File: src/rtl/pt_pkg.sv
package pt_pkg;
  typedef enum logic [2:0] {
    COND_ANY  = 3'b000,
    COND_LOW  = 3'b001,
    COND_HIGH = 3'b010,
    COND_RISE = 3'b011,
    COND_FALL = 3'b100,
    COND_BOTH = 3'b101
  } cond_t;
  localparam int COND_W = 3;
endpackage

File: src/rtl/pt_sample_reg.sv
module pt_sample_reg #(
  parameter int N = 42
) (
  input  logic         clk,
  input  logic         rst,
  input  logic         restart,
  input  logic         valid,
  input  logic [N-1:0] din,
  output logic [N-1:0] cur,
  output logic [N-1:0] prev,
  output logic         cur_valid,
  output logic         ref_ok
);
  logic seen;

  always_ff @(posedge clk) begin
    if (rst) begin
      cur       <= '0;
      prev      <= '0;
      cur_valid <= 1'b0;
      ref_ok    <= 1'b0;
      seen      <= 1'b0;
    end else begin
      cur_valid <= valid;
      if (valid) begin
        cur    <= din;
        prev   <= cur;
        ref_ok <= seen && !restart;
        seen   <= 1'b1;
      end else if (restart) begin
        seen   <= 1'b0;
        ref_ok <= 1'b0;
      end
    end
  end
endmodule

File: src/rtl/pt_cond_eval.sv
module pt_cond_eval
  import pt_pkg::*;
#(
  parameter int N = 42
) (
  input  logic [N*COND_W-1:0] codes,
  input  logic [N-1:0]        cur,
  input  logic [N-1:0]        prev,
  input  logic                ref_ok,
  output logic                hit
);
  logic [N-1:0] lvl_ok;
  logic [N-1:0] is_edge;
  logic [N-1:0] edge_seen;

  for (genvar i = 0; i < N; i++) begin : g_chan
    logic [COND_W-1:0] c;
    logic rise, fall;
    assign c    = codes[i*COND_W +: COND_W];
    assign rise = cur[i] && !prev[i];
    assign fall = !cur[i] && prev[i];
    always_comb begin
      lvl_ok[i]    = 1'b1;
      is_edge[i]   = 1'b0;
      edge_seen[i] = 1'b0;
      case (c)
        COND_LOW:  lvl_ok[i] = !cur[i];
        COND_HIGH: lvl_ok[i] = cur[i];
        COND_RISE: begin is_edge[i] = 1'b1; edge_seen[i] = rise; end
        COND_FALL: begin is_edge[i] = 1'b1; edge_seen[i] = fall; end
        COND_BOTH: begin is_edge[i] = 1'b1; edge_seen[i] = rise || fall; end
        default: ;
      endcase
    end
  end

  logic level_term, edge_term;
  assign level_term = &lvl_ok;
  assign edge_term  = !(|is_edge) || (ref_ok && (|edge_seen));
  assign hit        = level_term && edge_term;
endmodule

File: src/rtl/pt_arm_ctrl.sv
module pt_arm_ctrl (
  input  logic clk,
  input  logic rst,
  input  logic arm,
  input  logic continuous,
  input  logic cur_valid,
  input  logic hit,
  output logic armed,
  output logic trig
);
  logic fire;
  assign fire = armed && !arm && cur_valid && hit;

  always_ff @(posedge clk) begin
    if (rst) begin
      armed <= 1'b0;
      trig  <= 1'b0;
    end else begin
      trig <= fire;
      if (arm)                      armed <= 1'b1;
      else if (fire && !continuous) armed <= 1'b0;
    end
  end
endmodule

File: src/rtl/pattern_trig.sv
module pattern_trig
  import pt_pkg::*;
#(
  parameter  int N  = 42,
  localparam int AW = (N > 1) ? $clog2(N) : 1
) (
  input  logic          clk,
  input  logic          rst,
  input  logic          sample_valid,
  input  logic [N-1:0]  sample_in,
  input  logic          cfg_we,
  input  logic [AW-1:0] cfg_addr,
  input  logic [2:0]    cfg_code,
  input  logic          arm,
  input  logic          continuous,
  output logic          trig_out,
  output logic          armed_out
);
  localparam int PW = N * COND_W;

  logic [PW-1:0] staged;
  logic [PW-1:0] active;

  for (genvar i = 0; i < N; i++) begin : g_stage
    always_ff @(posedge clk) begin
      if (rst)                                    staged[i*COND_W +: COND_W] <= COND_ANY;
      else if (cfg_we && cfg_addr == AW'(i))      staged[i*COND_W +: COND_W] <= cfg_code;
    end
  end

  always_ff @(posedge clk) begin
    if (rst)      active <= '0;
    else if (arm) active <= staged;
  end

  logic [N-1:0] cur, prev;
  logic cur_valid, ref_ok, hit;

  pt_sample_reg #(.N(N)) u_samp (
    .clk(clk), .rst(rst), .restart(arm), .valid(sample_valid), .din(sample_in),
    .cur(cur), .prev(prev), .cur_valid(cur_valid), .ref_ok(ref_ok)
  );

  pt_cond_eval #(.N(N)) u_eval (
    .codes(active), .cur(cur), .prev(prev), .ref_ok(ref_ok), .hit(hit)
  );

  pt_arm_ctrl u_ctrl (
    .clk(clk), .rst(rst), .arm(arm), .continuous(continuous),
    .cur_valid(cur_valid), .hit(hit), .armed(armed_out), .trig(trig_out)
  );
endmodule

File: config.mk
export PLATFORM = sky130hd
export DESIGN_NAME = pattern_trig
export DESIGN_NICKNAME = d
export VERILOG_FILES = /design/src/rtl/pt_pkg.sv /design/src/rtl/pt_sample_reg.sv /design/src/rtl/pt_cond_eval.sv /design/src/rtl/pt_arm_ctrl.sv /design/src/rtl/pattern_trig.sv
export SDC_FILE = /design/constraint.sdc
export NUM_CORES = 1
export LEC_CHECK = 0
export ABC_AREA = 1
export BUFFER_PORTS_ARGS = -buffer_cell sky130_fd_sc_hd__buf_2
export CAP_MARGIN = 0
export CORE_MARGIN = 5
export CORE_UTILIZATION = 40
export DETAILED_ROUTE_END_ITERATION = 6
export GPL_TIMING_DRIVEN = 0
export PLACE_DENSITY = 0.61
export SETUP_SLACK_MARGIN = 0.05
export SLEW_MARGIN = 5
export SYNTH_ARGS = -nofsm -noshare
export SYNTH_HDL_FRONTEND = slang
export SYNTH_HIERARCHICAL = 1
export SYNTH_SLANG_ARGS = --single-unit
File: constraint.sdc
create_clock -name clk -period 4.2 [get_ports clk]
set_clock_uncertainty 0.2 [all_clocks]
set_input_delay 1.05 -clock clk [delete_from_list [all_inputs] [get_ports clk]]
set_output_delay 1.05 -clock clk [all_outputs]
set_load 0.05 [all_outputs]
After elaboration in Yosys (flattened, before gate mapping)
Cells that the tools add are included. W data, S select, Z words.

Bits in registers: 341. Output and inout bits: 2.

Equal/unequal tests: 251. Muxes and demuxes: 131. Reductions and logical operators: 311.

Operator list (number): $eq A3 B2 Y1 const B (84); $eq A3 B3 Y1 const B (84); $logic_and A1 B1 Y1 (133); $eq A3 B1 Y1 const B (42); $pmux W1 S3 (42); $reduce_or A3 Y1 (42); $eq A6 B5 Y1 const B (16); $logic_not A1 Y1 (87); $pmux W1 S2 (42); $reduce_or A42 Y1 (2); $eq A6 B6 Y1 const B (10); $eq A6 B4 Y1 const B (8); $mux W1 (47); $logic_or A1 B1 Y1 (43); $reduce_and A42 Y1 (1); $eq A6 B3 Y1 const B (4); $eq A6 B2 Y1 const B (2); $eq A6 B1 Y1 const B (1); $logic_not A6 Y1 (1); $reduce_bool A2 Y1 (2).

Depth between registers and ports, before layout
Word-level depth: 12. Gate-level depth with buffers: 20. Gate-level depth less buffers: 20.

Cells and area by module
The synthesis kept the hierarchy.

Modules (own cells, without submodules): pattern_trig (instances 1, cells each 1323, area an instance 9606.7 sq um); pt_cond_eval (instances 1, cells each 879, area an instance 4520.6 sq um); pt_sample_reg (instances 1, cells each 546, area an instance 3533.4 sq um); pt_arm_ctrl (instances 1, cells each 12, area an instance 86.3 sq um).

Worst setup path after synthesis
OpenSTA, ideal clock, no wires.

Path type: input to register. From: in arm. To: reg active[100]. Arrival: 1.807 ns. Slack: 2.077 ns. Cell stages on the path: 7. Path buffers: 4. Cells stage by stage: buf_2 buf_4 inv_4 buf_6 buf_4 nor2_1 nor2_1.

RTL lines: start: declaration (line pattern_trig.sv:14) `input logic arm,`; end signal: assignment (line pattern_trig.sv:33) `else if (arm) active <= staged;`; end: declaration (line pattern_trig.sv:22) `logic [PW-1:0] active;`.

Final worst setup path
From: reg u_samp.cur[6]. To: reg u_ctrl.armed.

Word-level cells in the longest chain between the ends: 11. Elaborated cells on any way between the ends: 14. Classes of those cells: 2 x mux; 12 x reduce/logical.

RTL lines: start: declaration (line pt_sample_reg.sv:9) `output logic [N-1:0] cur,`; start signal: assignment (line pt_sample_reg.sv:26) `cur <= din;`; $logic_not A1 Y1 (line pt_cond_eval.sv:21, pt_cond_eval.sv:27); $logic_and A1 B1 Y1 (line pt_cond_eval.sv:21) `assign fall = !cur[i] && prev[i];`; $logic_or A1 B1 Y1 (line pt_cond_eval.sv:31) `COND_BOTH: begin is_edge[i] = 1'b1; edge_seen[i] = rise || fall; end`; $pmux W1 S3 (line pt_cond_eval.sv:26) `case (c)`; $reduce_or A42 Y1 (line pt_cond_eval.sv:39) `assign edge_term = !(|is_edge) || (ref_ok && (|edge_seen));`; $logic_and A1 B1 Y1 (line pt_cond_eval.sv:39); $logic_or A1 B1 Y1 (line pt_cond_eval.sv:39); $logic_and A1 B1 Y1 * (line pt_cond_eval.sv:40) `assign hit = level_term && edge_term;`; net hit (line pattern_trig.sv:37) `logic cur_valid, ref_ok, hit;`; $logic_and A1 B1 Y1 * (line pt_arm_ctrl.sv:12) `assign fire = armed && !arm && cur_valid && hit;`; $logic_and A1 B1 Y1 * (line pt_arm_ctrl.sv:21) `else if (fire && !continuous) armed <= 1'b0;`; $reduce_bool A2 Y1 (no line) *; end signal: assignment (line pt_arm_ctrl.sv:16) `armed <= 1'b0;`; end signal: assignment (line pt_arm_ctrl.sv:20) `if (arm) armed <= 1'b1;`; end signal: assignment (line pt_arm_ctrl.sv:21); end: declaration (line pt_arm_ctrl.sv:8) `output logic armed,`.

The timed path passes the listed nets; every way through them passes the cells marked *. A chain may end at the register's enable or synchronous reset.

==> impl_metrics.toml <==
[run_status]
status = "finished, final reports clean"

[place]
dpl.hpwl_um = 49000
dp.cells = 3409
port_buffers = 57
place_congestion = 0.944

[grt]
grt_util_met3 = 0.0286
met2_usage = 0.392
grt.busiest_layer = "met2"
grt_pass1_vias = 15600
antenna_found_initial = 0
grtUsageTotal = 0.247
grt_max_degree = 15
met1_usage = 0.347
grt_pass1_wl_um = 91200
grt-ovfl-total = 0

[layout]
multi_input_area_um2 = 9100
instances_no_fill = 3479
area_growth_pct = 13.5
antenna_cells = 0
ff_latch_area_um2 = 6830
num-nets-final = 2999
final_layout_size_suffix_gt1_frac = 0.0897
n_fill_cell = 4612

[synthesis]
synthesis.instances = 2760
synth_largest_area_cell = "dfxtp_1"
yosysSeqAreaShare = 0.385
ys_types = 30
synth_area_per_cell_um2 = 6.43
yosysTopAreaCellShare = 0.385
synth_area_leaders = "dfxtp_1 38%, nor2_1 17%, nand2_1 12%"
yosysWarnings = 6
synth-seq-cells = 341
netlist_area_um2 = 17700
synth_nets = 2901

[clock_network]
cts_setup_buffers = 0
cts_tree = "yes"
clk_path_buf_depth = 3
cts_resized = 0
clk_pin_slew_worst_paths_ns = 0.06
clock_latency_ns = 0.58
htree_levels = 2
cts_hold_buffers = 0
cts_made_buffers = 39
cts.sinks = 341
cts_root_buf = "clkbuf_16"

[floorplanning]
die_h_um = 221
coreArea_um2 = 44000
fp.dieW_um = 221
die_area_um2 = 48700
placementRows = 77
io_pins = 59
initial_utilization = 0.403

[sta]
rsz0062_at_grt = "no"
min_period_ns = 2.69
fin_crit_sh = 0.640
tightest_slew_ns = 0.796
slew_viol_final = 0
setup-tns-final_ns = 0
hold_viol_final = 0
setup_viol = 0
fmax_mhz = 372
slew-limit-headroom = 0.468

[routing]
drcViolationCount = 0
firstDrtPassIters = 5
ant_nets = 0
drt_iter0_markers = 1624
wirelength_um = 60800
avgViaCountPerCell = 4.94
drt-wirelength-per-cell_um = 17.5
num_vias = 17200

[setup_path]
cp_max_fo = 5
reg2regPathDepth = 20
worst_ep_required_time_ns = 4.50
end_kind = "flop"
worstPathArrival_ns = 2.99
start_kind = "flop"
critPathKind = "flop to flop"
r2r_slack_ns = 1.51
r2r_start = "u_samp/cur[6]$_SDFFE_PP0P_"
r2r-end = "u_ctrl/armed$_SDFFE_PP0P_"

[pwr]
powerDensity_nw_per_um2 = 398
p_leak_nw = 9.23
ir_drop_mv = 0.233

[min_path]
worstHoldStart = "u_samp/cur_valid$_SDFF_PP0_"
whs_endpoint = "u_ctrl/trig$_SDFF_PP0_"
whs_path_depth = 2
hp-class = "flop to flop"

[job]
cap_viol_max_count = 0
-- power by group --
part	switching (mW)	internal (mW)	leakage [nW]
clock	1.47	2.11	0.657
combinational	0.589	0.297	5.78
sequential	0.188	3.36	2.79
-- synth_stat cells (all sizes together) --
master	number
clkinv	4
nor2	844
o22ai	9
nand3	190
o31ai	1
o2111ai	19
nor4	2
a21oi	8
ha	84
o211ai	4
nand2	554
clkbuf	36
nand4	42
o21ai	179
dfxtp	341
buf	72
nor3	42
inv	327
a211oi	2
-- cells by family after synthesis --
logic type	share of synthesized area
AND/OR/NAND/NOR	0.385
AO/OA/AOI/OAI	0.0687
buffers and inverters	0.103
adder cells (fa/ha/maj)	0.0592
flip-flops	0.385
-- how the worst max path moves through the flow --
stage / cells past startpoint / endpoint / start
6_report: 20 / u_ctrl/armed$_SDFFE_PP0P_ / u_samp/cur[6]$_SDFFE_PP0P_
5_1_grt: 18 / u_ctrl/armed$_SDFFE_PP0P_ / u_samp/cur[1]$_SDFFE_PP0P_
4_1_cts: 20 / u_ctrl/armed$_SDFFE_PP0P_ / u_samp/cur[6]$_SDFFE_PP0P_
3_5_place_dp: 6 / staged[49]$_SDFFE_PP0P_ / rst
3_3_place_gp: 6 / staged[57]$_SDFFE_PP0P_ / rst
2_1_floorplan: 7 / active[100]$_SDFFE_PP0P_ / arm
-- per-stage QoR --
stage                     instance area [µm²]  hold slack, ns   util  worst slack (ns)  power [mW]
after floorplan                         17700           0.219      -              2.08        4.15
after global placement                  18800           0.232  0.426              1.27        4.47
after detailed placement                18800           0.241  0.426              1.28        4.49
after CTS                               20100           0.246  0.457              1.55        8.07
after global routing                    20100           0.287  0.457              1.32        8.34
final                                   20100           0.244  0.457              1.51        8.01
-- metal layers --
metal | up-vias | routed length (µm)
met5 | - | 0
met4 | 0 | 2470
met3 | 91 | 3530
met2 | 506 | 26600
met1 | 7825 | 28200
li1 | 8762 | -
-- cell type report --
type	count	area share
plain buffers	108	0.0288
clock inverters	21	0.0138
well taps	592	0.0368
flip-flops and latches	341	0.339
repair buffers	57	0.0142
clock buffers	49	0.0539
multi-input cells	1980	0.452
inverters	331	0.0618
-- critical path, cell delays in order, from the launching register on --
cell     delay (ns)
dfxtp_1        0.46
inv_1          0.10
ha_1           0.28
inv_1          0.03
nand2_1        0.05
nand2_1        0.17
nand2_1        0.15
nand2_1        0.06
nor2_1         0.08
nand2_1        0.06
nor2_1         0.22
nand2_1        0.09
nor2_1         0.10
nand2_1        0.05
nand2_1        0.07
a21oi_2        0.08
nand2_1        0.08
inv_1          0.04
nand3_1        0.08
nand2_1        0.07
a21oi_2        0.11
-- cells in the final DEF (no fill, tap or decap), types with 41 or more instances in the layout --
master	instances
dfxtp_1	341
nor2_2	41
nand2_1	552
nand3_1	186
nor2_1	801
inv_1	305
o21ai_0	164
buf_2	91
nand4_1	42
nor3_1	42
ha_1	84
-- flip-flops by register name, summed over array words and instances, names as in the netlist --
register / flops
staged: 126
u_ctrl/armed: 1
u_ctrl/trig: 1
u_samp/cur: 42
u_samp/prev: 42
u_samp/seen: 1
active: 126
u_samp/cur_valid: 1
u_samp/ref_ok: 1
Power figures use the tool's default switching activity.
